File: src/rtl/mptx_pkg.sv
// Shared register addresses and status bit positions for the serial transmitter.
package mptx_pkg;
    localparam logic [1:0] A_DATA = 2'd0;
    localparam logic [1:0] A_CTRL = 2'd1;
    localparam logic [1:0] A_STAT = 2'd2;
    localparam logic [1:0] A_DIV  = 2'd3;

    localparam int S_READY = 0;
    localparam int S_DONE  = 1;
    localparam int S_FLAG  = 2;
endpackage

File: src/rtl/mptx_baud.sv
// Bit-time divider. Emits tick once per DIV+1 cycles while run is high.
// Assumes restart is asserted in the cycle a frame is loaded, so that the
// first bit of every frame gets a full period.
module mptx_baud #(
    parameter int DIV_W = 8
) (
    input  logic             clk,
    input  logic             rst_n,
    input  logic             run,
    input  logic             restart,
    input  logic [DIV_W-1:0] div,
    output logic             tick
);
    logic [DIV_W-1:0] cnt;

    // Count down and reload on restart, on idle, or on expiry.
    always_ff @(posedge clk) begin
        if (!rst_n)
            cnt <= '0;
        else if (restart || !run || cnt == '0)
            cnt <= div;
        else
            cnt <= cnt - 1'b1;
    end

    assign tick = run && (cnt == '0);

    a_r3_reload_on_start: assert property (@(posedge clk) disable iff (!rst_n)
        restart |=> (cnt == $past(div)));
endmodule

File: src/rtl/mptx_shift.sv
// Frame engine: loads start, data, flag and stop bits into a shift register
// and steps one bit per tick. Assumes pending means a committed byte waits in
// the holding register. Disabling aborts the frame in progress.
module mptx_shift #(
    parameter int DATA_W = 8
) (
    input  logic              clk,
    input  logic              rst_n,
    input  logic              en,
    input  logic              pending,
    input  logic [DATA_W-1:0] hold,
    input  logic              flag,
    input  logic              tick,
    output logic              load,
    output logic              done,
    output logic              busy,
    output logic              line
);
    localparam int FRM = DATA_W + 3;
    localparam int CW  = $clog2(FRM);

    logic [FRM-1:0] sh;
    logic [CW-1:0]  left;
    logic           last;

    // End of the stop bit, and the frame start or chaining decision.
    always_comb begin
        last = busy && tick && (left == '0);
        load = en && pending && (!busy || last);
        done = last && !pending;
    end

    // Shift register, remaining bit count and busy state.
    always_ff @(posedge clk) begin
        if (!rst_n) begin
            busy <= 1'b0;
            sh   <= '1;
            left <= '0;
        end else if (!en) begin
            busy <= 1'b0;
            sh   <= '1;
            left <= '0;
        end else if (load) begin
            busy <= 1'b1;
            sh   <= {1'b1, flag, hold, 1'b0};
            left <= CW'(FRM - 1);
        end else if (busy && tick) begin
            if (left == '0) begin
                busy <= 1'b0;
            end else begin
                sh   <= {1'b1, sh[FRM-1:1]};
                left <= left - 1'b1;
            end
        end
    end

    assign line = busy ? sh[0] : 1'b1;

    a_r2_start_low: assert property (@(posedge clk) disable iff (!rst_n)
        load |=> (line == 1'b0));
    a_r2_stop_high: assert property (@(posedge clk) disable iff (!rst_n)
        (busy && left == '0) |-> (line == 1'b1));
    a_r2_idle_high: assert property (@(posedge clk) disable iff (!rst_n)
        !busy |-> (line == 1'b1));
endmodule

File: src/rtl/mptx_regs.sv
// Register file and handshake flags. Assumes load only occurs while ready=0
// and that a commit is only honoured while ready=1, so the two never collide.
module mptx_regs
    import mptx_pkg::*;
#(
    parameter int               DATA_W  = 8,
    parameter int               DIV_W   = 8,
    parameter logic [DIV_W-1:0] DIV_RST = '1
) (
    input  logic              clk,
    input  logic              rst_n,
    input  logic              bus_wr,
    input  logic [1:0]        bus_addr,
    input  logic [DATA_W-1:0] bus_wdata,
    input  logic [1:0]        bus_raddr,
    output logic [DATA_W-1:0] bus_rdata,
    input  logic              dma_wr,
    input  logic [DATA_W-1:0] dma_wdata,
    input  logic              load,
    input  logic              done,
    output logic [DATA_W-1:0] hold,
    output logic              en,
    output logic              flag,
    output logic [DIV_W-1:0]  div,
    output logic              ready,
    output logic              fin
);
    logic wr_stat, commit;

    // Decode a commit from software or the DMA path.
    always_comb begin
        wr_stat = bus_wr && (bus_addr == A_STAT);
        commit  = ready && (dma_wr || (wr_stat && !bus_wdata[S_READY]));
    end

    // Holding register: DMA write wins over a bus write.
    always_ff @(posedge clk) begin
        if (!rst_n)
            hold <= '0;
        else if (dma_wr)
            hold <= dma_wdata;
        else if (bus_wr && bus_addr == A_DATA)
            hold <= bus_wdata;
    end

    // Control, flag value and divisor registers.
    always_ff @(posedge clk) begin
        if (!rst_n) begin
            en   <= 1'b0;
            flag <= 1'b0;
            div  <= DIV_RST;
        end else if (bus_wr) begin
            if (bus_addr == A_CTRL) en   <= bus_wdata[0];
            if (bus_addr == A_STAT) flag <= bus_wdata[S_FLAG];
            if (bus_addr == A_DIV)  div  <= bus_wdata[DIV_W-1:0];
        end
    end

    // Ready and done flags.
    always_ff @(posedge clk) begin
        if (!rst_n) begin
            ready <= 1'b1;
            fin   <= 1'b1;
        end else begin
            if (load)        ready <= 1'b1;
            else if (commit) ready <= 1'b0;
            if (commit)      fin   <= 1'b0;
            else if (done)   fin   <= 1'b1;
        end
    end

    // Read multiplexer.
    always_comb begin
        bus_rdata = '0;
        case (bus_raddr)
            A_DATA: bus_rdata = hold;
            A_CTRL: bus_rdata[0] = en;
            A_STAT: begin
                bus_rdata[S_READY] = ready;
                bus_rdata[S_DONE]  = fin;
                bus_rdata[S_FLAG]  = flag;
            end
            default: bus_rdata[DIV_W-1:0] = div;
        endcase
    end

    a_r4_commit_clears_ready: assert property (@(posedge clk) disable iff (!rst_n)
        commit |=> !ready);
    a_r6_load_sets_ready: assert property (@(posedge clk) disable iff (!rst_n)
        load |=> ready);
    a_r7_done_needs_ready: assert property (@(posedge clk) disable iff (!rst_n)
        fin |-> ready);
    a_r7_done_sets_fin: assert property (@(posedge clk) disable iff (!rst_n)
        (done && !commit) |=> fin);
endmodule

File: src/rtl/mptx_uart_tx.sv
// Top level: the register file, divider and frame engine, plus the pin
// fallback to port control when the transmitter is disabled.
module mptx_uart_tx #(
    parameter int DATA_W = 8,
    parameter int DIV_W  = 8
) (
    input  logic              clk,
    input  logic              rst_n,
    input  logic              bus_wr,
    input  logic [1:0]        bus_addr,
    input  logic [DATA_W-1:0] bus_wdata,
    input  logic [1:0]        bus_raddr,
    output logic [DATA_W-1:0] bus_rdata,
    input  logic              dma_wr,
    input  logic [DATA_W-1:0] dma_wdata,
    input  logic              port_dat,
    input  logic              port_dir,
    output logic              txd,
    output logic              txd_oe,
    output logic              txi
);
    logic [DATA_W-1:0] hold;
    logic [DIV_W-1:0]  div;
    logic en, flag, ready, fin, load, done, busy, line, tick;

    mptx_regs #(.DATA_W(DATA_W), .DIV_W(DIV_W)) u_regs (
        .clk(clk), .rst_n(rst_n),
        .bus_wr(bus_wr), .bus_addr(bus_addr), .bus_wdata(bus_wdata),
        .bus_raddr(bus_raddr), .bus_rdata(bus_rdata),
        .dma_wr(dma_wr), .dma_wdata(dma_wdata),
        .load(load), .done(done),
        .hold(hold), .en(en), .flag(flag), .div(div),
        .ready(ready), .fin(fin)
    );

    mptx_baud #(.DIV_W(DIV_W)) u_baud (
        .clk(clk), .rst_n(rst_n), .run(busy), .restart(load),
        .div(div), .tick(tick)
    );

    mptx_shift #(.DATA_W(DATA_W)) u_shift (
        .clk(clk), .rst_n(rst_n), .en(en), .pending(!ready),
        .hold(hold), .flag(flag), .tick(tick),
        .load(load), .done(done), .busy(busy), .line(line)
    );

    // Pin ownership and request output.
    always_comb begin
        txd    = en ? line : port_dat;
        txd_oe = en ? 1'b1 : port_dir;
        txi    = en && ready;
    end
endmodule

File: config.mk
export PLATFORM = sky130hd
export DESIGN_NAME = mptx_uart_tx
export DESIGN_NICKNAME = d
export VERILOG_FILES = /design/src/rtl/mptx_pkg.sv /design/src/rtl/mptx_baud.sv /design/src/rtl/mptx_shift.sv /design/src/rtl/mptx_regs.sv /design/src/rtl/mptx_uart_tx.sv
export SDC_FILE = /design/constraint.sdc
export NUM_CORES = 1
export LEC_CHECK = 0
export BUFFER_PORTS_ARGS = -buffer_cell sky130_fd_sc_hd__buf_2
export CAP_MARGIN = 20
export CORE_UTILIZATION = 55
export DETAILED_ROUTE_END_ITERATION = 16
export PLACE_DENSITY = 0.79
export SYNTH_ARGS = -nofsm -noshare
export SYNTH_HDL_FRONTEND = slang
export SYNTH_SLANG_ARGS = --single-unit
File: constraint.sdc
create_clock -name clk -period 4.8 [get_ports clk]
set_input_delay 1.2 -clock clk [delete_from_list [all_inputs] [get_ports clk]]
set_output_delay 1.2 -clock clk [all_outputs]
set_load 0.01 [all_outputs]
# ---- Yosys cells after proc, flatten, opt, wreduce, memory -nomap -nowiden
# Cells that the tools add are included.
dict set report classes {
  bitwise_logic 3
  n_eq_ne 6
  n_mux 20
  reduce_logical 36
  n_addsub 2
}
# operator n
set ops {}
lappend ops {{2-to-1 mux 10 bit} 3}
lappend ops {{2-to-1 mux 8 bit} 3}
lappend ops {{AND reduction 2 bit} 7}
lappend ops {{2-to-1 mux 4 bit} 3}
lappend ops {{logical AND 1 bit} 11}
lappend ops {{case mux 5 bit (2 select lines)} 1}
lappend ops {{logical NOT 8 bit} 1}
lappend ops {{2-to-1 mux 1 bit} 8}
lappend ops {{nonzero test 2 bit} 4}
lappend ops {{subtractor 8 x 1 -> 8 bit (second input constant)} 1}
lappend ops {{equality test 2 bit (second input constant)} 3}
lappend ops {{case mux 2 bit (3 select lines)} 1}
lappend ops {{equality test 2 x 1 -> 1 bit (second input constant)} 2}
lappend ops {{logical NOT 2 bit} 2}
lappend ops {{logical NOT 4 bit} 1}
lappend ops {{logical OR 1 bit} 4}
lappend ops {{OR reduction 2 bit} 2}
lappend ops {{subtractor 4 x 1 -> 4 bit (second input constant)} 1}
lappend ops {{logical NOT 1 bit} 3}
lappend ops {{inverter 1 bit} 3}
lappend ops {{case mux 1 bit (3 select lines)} 1}
lappend ops {{OR reduction 3 bit} 1}
lappend ops {{!= test 2 bit (second input constant)} 1}
dict set report totals {
  in_bits 26
  reg_bits 43
  output_inout_bits 11
}

# ---- Depth between registers and ports, before layout
dict set report logic_depth {
  depth_word 9
  ltp_mapped 8
  depth_no_buf 6
}

# ---- Hierarchy
# From an unflattened synthesis, not the netlist that was laid out.
dict set report unflattened {
  cells_unflattened 235
  hier_area_um2 2118.3
}
# module area_each_um2 seq_area_each_um2 cells_per_inst n_inst
set modules_own_cells {}
lappend modules_own_cells {mptx_regs 923.4 400.4 105 1}
lappend modules_own_cells {mptx_shift 701.9 300.3 77 1}
lappend modules_own_cells {mptx_baud 460.4 160.2 49 1}
lappend modules_own_cells {mptx_uart_tx 32.5 0.0 4 1}

# ---- Least setup slack after synthesis
# No wires, ideal clock.
dict set report synth_timing {
  path_kind {input -> output}
  startpoint {in bus_raddr[1]}
  endpoint {out bus_rdata[3]}
  arrival_ps 1748
  required_time_ps 3600
  setup_slack_ps 1852
  stages 3
  path_cell_list {and2_1 > clkbuf_1 > a22o_1}
}
dict set report synth_via {
  elab_chain_len 3
  elab_cells_between_ends 5
  cone_classes {eq/ne (2); mux (1); reduce/logical (2)}
}
# item line
set synth_lines {}
lappend synth_lines {{start: declaration} mptx_uart_tx.sv:12} ;# input logic [1:0] bus_raddr,
lappend synth_lines {{equality test 2 x 1 -> 1 bit or equality test 2 bit (tied branches)} mptx_regs.sv:75} ;# case (bus_raddr)
lappend synth_lines {{OR reduction 2 bit (no source line)} --}
lappend synth_lines {{case mux 5 bit (2 select lines) (*)} mptx_regs.sv:75}
lappend synth_lines {{end: declaration} mptx_uart_tx.sv:13} ;# output logic [DATA_W-1:0] bus_rdata,
# Every way passes the cells marked *; elsewhere a longest branch is shown, timed or not.

# ---- Final worst setup path
dict set report layout_timing {
  startpoint {in bus_raddr[1]}
  endpoint {out bus_rdata[1]}
}
dict set report layout_via {
  elab_chain_len 2
  elab_cells_between_ends 4
  cone_classes {eq/ne (2); mux (1); reduce/logical (1)}
}
# item line
set layout_lines {}
lappend layout_lines {{equality test 2 bit (tied with other cells)} mptx_regs.sv:75}
lappend layout_lines {{case mux 2 bit (3 select lines) (*)} mptx_regs.sv:75}
# Marks and branches as above.

==> impl_metrics.tcl <==
set metrics [dict create \
    status "complete, no violations" \
    dr.pass1.iters 4 \
    layout_commonest_cell "dfxtp_1" \
    cts_hold_buf 0 \
    globalRouteTotalUtil_pct 23.09 \
    grt_max_degree 30 \
    clock_power_share_pct 34.4 \
    path_common_cell "buf_2" \
    wl_per_cell_um 13.92 \
    pre_cts_ws_ps 1610 \
    sw_frac_of_total_pct 24.53 \
    syn_area_per_cell_um2 9.256 \
    power_per_cell_area_nw_per_um2 300.3 \
    path_max_fanout 7 \
    seq_area_frac_synth_pct 40.61 \
    seqPwrFrac_pct 53.8 \
    final_max_slew_viol_count 0 \
    remaining_drc_errors 0 \
    cts_resized 0 \
    cts_sinks 43 \
    setup.worst_path.end_class "output pin" \
    fin_tns_setup_ps 0 \
    p_switching_mw 0.1777 \
    fin_skew_ps 3.634 \
    min_period_over_period_pct 66.51 \
    r2r_slack_ps 2350 \
    cts.clk_slew.worst_paths_ps 70 \
    pwr-share-comb_pct 11.9 \
    post_cts_buffers 0 \
    gp_congestion 0.7624 \
    p_int_mw 0.5466 \
    synth-seq-cells 43 \
    routed_via_density 5.689 \
    antenna_cells 0 \
    fmax_mhz 313.2 \
    final_cell_mix "dfxtp_1, nand2_1, buf_2" \
    peakVddDrop_v 0.0001633 \
    hold_violations 0 \
    setup_violations 0 \
    p_leak_nw 1.043 \
    grt_pass1_vias 1584 \
    io_buffers 36 \
    critical_path_class "in -> out" \
    syn_nets 257 \
    die_w_um 64.08 \
    antenna_found_initial 0 \
    insertion_delay_ps 290 \
    synth.distinct_cells 45 \
    cts_tree "built" \
    cts-root-buf "clkbuf_8" \
    vias 1758 \
    startpoint_type "input port" \
    core_area_um2 3689 \
    nets 288 \
    antenna_left 0 \
    min_period_ps 3192 \
    final_util_pct 65.40 \
    num_rows 22 \
    start_util_pct 57.46 \
    drt_iter0_markers 69 \
    power_mw 0.7243 \
    drive_above_1_share_pct 20.31 \
    fp.dieH_um 64.08 \
    fillers 345 \
    drv_cap 0 \
    rsz0062_at_grt "false" \
    max_slew_margin_pct 55.89 \
    area_growth_pct 13.81 \
    clock_path_buffers 2 \
    dp_hpwl_mm 3.197 \
    ios 37 \
    die_area_um2 4106 \
    htreeDepth 2 \
    grt_pass1_wl_mm 7.334 \
    path_cells "buf_2, and2_1, nand2_1, o21ai_0, buf_2" \
    yosys_warnings 0 \
    cts_buffers 5 \
    synth_async_sr_flop_share_pct 0 \
    worst_slack_ps 1608 \
    critPathMaxStageDelay_ps 300 \
    cp_slowest_cell "and2_1" \
    tightest_slew_ps 656.2 \
    required_ps 3600 \
    gr-total-overflow 0 \
    arrival_ps 1990 \
    synth_area_um2 2120 \
    wl_mm 4.300 \
    hp-class "reg -> reg" \
    synthFlopType "dfxtp_1" \
    synth_cells 229 \
    synth_edf_count 0 \
]
metal layers:
layer / track usage [%] / wire [um]
met1: 29.54 / 2005
met3: 3.393 / 154
met5: 0 / 0
met4: 10.51 / 46
met2: 38.16 / 2093
sequential cells by signal (all words and copies together), names as in the netlist, 4 cells and up:
signal and cells:
u_shift.sh 10, u_baud.cnt 8, u_regs.div 8, u_regs.hold 8
u_shift.left 4
stage by stage:
| stage | cells | hold WS, ps | cell area (um2) |
|---|---|---|---|
| 5_1_grt | 309 | 518.3 | 2412 |
| 6_report | 309 | 495.2 | 2412 |
| 2_1_floorplan | 229 | 455.6 | 2120 |
| 3_3_place_gp | 300 | 471.7 | 2305 |
| 3_5_place_dp | 300 | 478.4 | 2305 |
| 4_1_cts | 308 | 493.8 | 2405 |
power groups by stage:
stage	clock network, mW	registers [mW]	logic, mW
floorplan	0	0.392	0.0600
detailed placement	0	0.398	0.0860
global placement	0	0.398	0.0849
global route	0.266	0.392	0.0965
CTS	0.254	0.389	0.0868
finish	0.249	0.389	0.0858
logic make-up (layout without fill, tap and decap cells):
logic type,after synthesis,count (layout),share of synthesized area (%)
compound gates,59,59,23.26
simple gates,82,82,19.89
flops,43,43,40.61
mux,15,15,7.733
xor+xnor,8,8,3.306
buf+inv,20,52,4.014
fa+ha+maj,2,2,1.180
cell usage after synthesis (2+ instances only):
| cell type | n | share of area (%) |
|---|---|---|
| o21ai_0 | 8 | 1.9 |
| nor2_1 | 5 | 0.89 |
| clkbuf_1 | 9 | 1.6 |
| nand2_1 | 36 | 6.4 |
| a221o_1 | 15 | 7.1 |
| buf_1 | 2 | 0.35 |
| xnor2_1 | 8 | 3.3 |
| ha_1 | 2 | 1.2 |
| nand3_1 | 11 | 2.6 |
| nor3b_1 | 4 | 1.4 |
| nor2b_1 | 3 | 0.89 |
| inv_1 | 5 | 0.89 |
| nor3_1 | 6 | 1.4 |
| mux2i_1 | 13 | 6.1 |
| o211ai_1 | 2 | 0.71 |
| dfxtp_1 | 43 | 41 |
| o211a_1 | 13 | 6.1 |
| nand3b_1 | 3 | 1.1 |
| a21oi_1 | 7 | 1.7 |
| and2_1 | 4 | 1.2 |
| buf_2 | 2 | 0.47 |
| a22o_1 | 5 | 2.1 |
layout make-up:
class,count,area (um2),share of cell area (%)
inverters,6,22.52,0.9336
well taps,48,60.06,2.490
multi-input cells,166,1174,48.65
repair buffers,38,195.2,8.091
clock buffers,8,100.1,4.149
flip-flops and latches,43,860.8,35.68
worst max-delay path: cells and delay by family:
kind | cells | cell delay [ps]
simple gates | 2 | 390
compound gates | 1 | 90
buf+inv | 2 | 310
final timing paths:
check,end,start,cells past startpoint
hold / removal,u_shift.sh[3]$_SDFFE_PN1P_,u_shift.sh[3]$_SDFFE_PN1P_,1
hold reg to reg,u_shift.sh[3]$_SDFFE_PN1P_,u_shift.sh[3]$_SDFFE_PN1P_,1
setup reg to reg,u_shift.left[1]$_SDFFE_PN0P_,u_baud.cnt[0]$_SDFF_PN0_,6
setup / recovery,bus_rdata[1],bus_raddr[1],5
(Power assumes the default switching activity.)
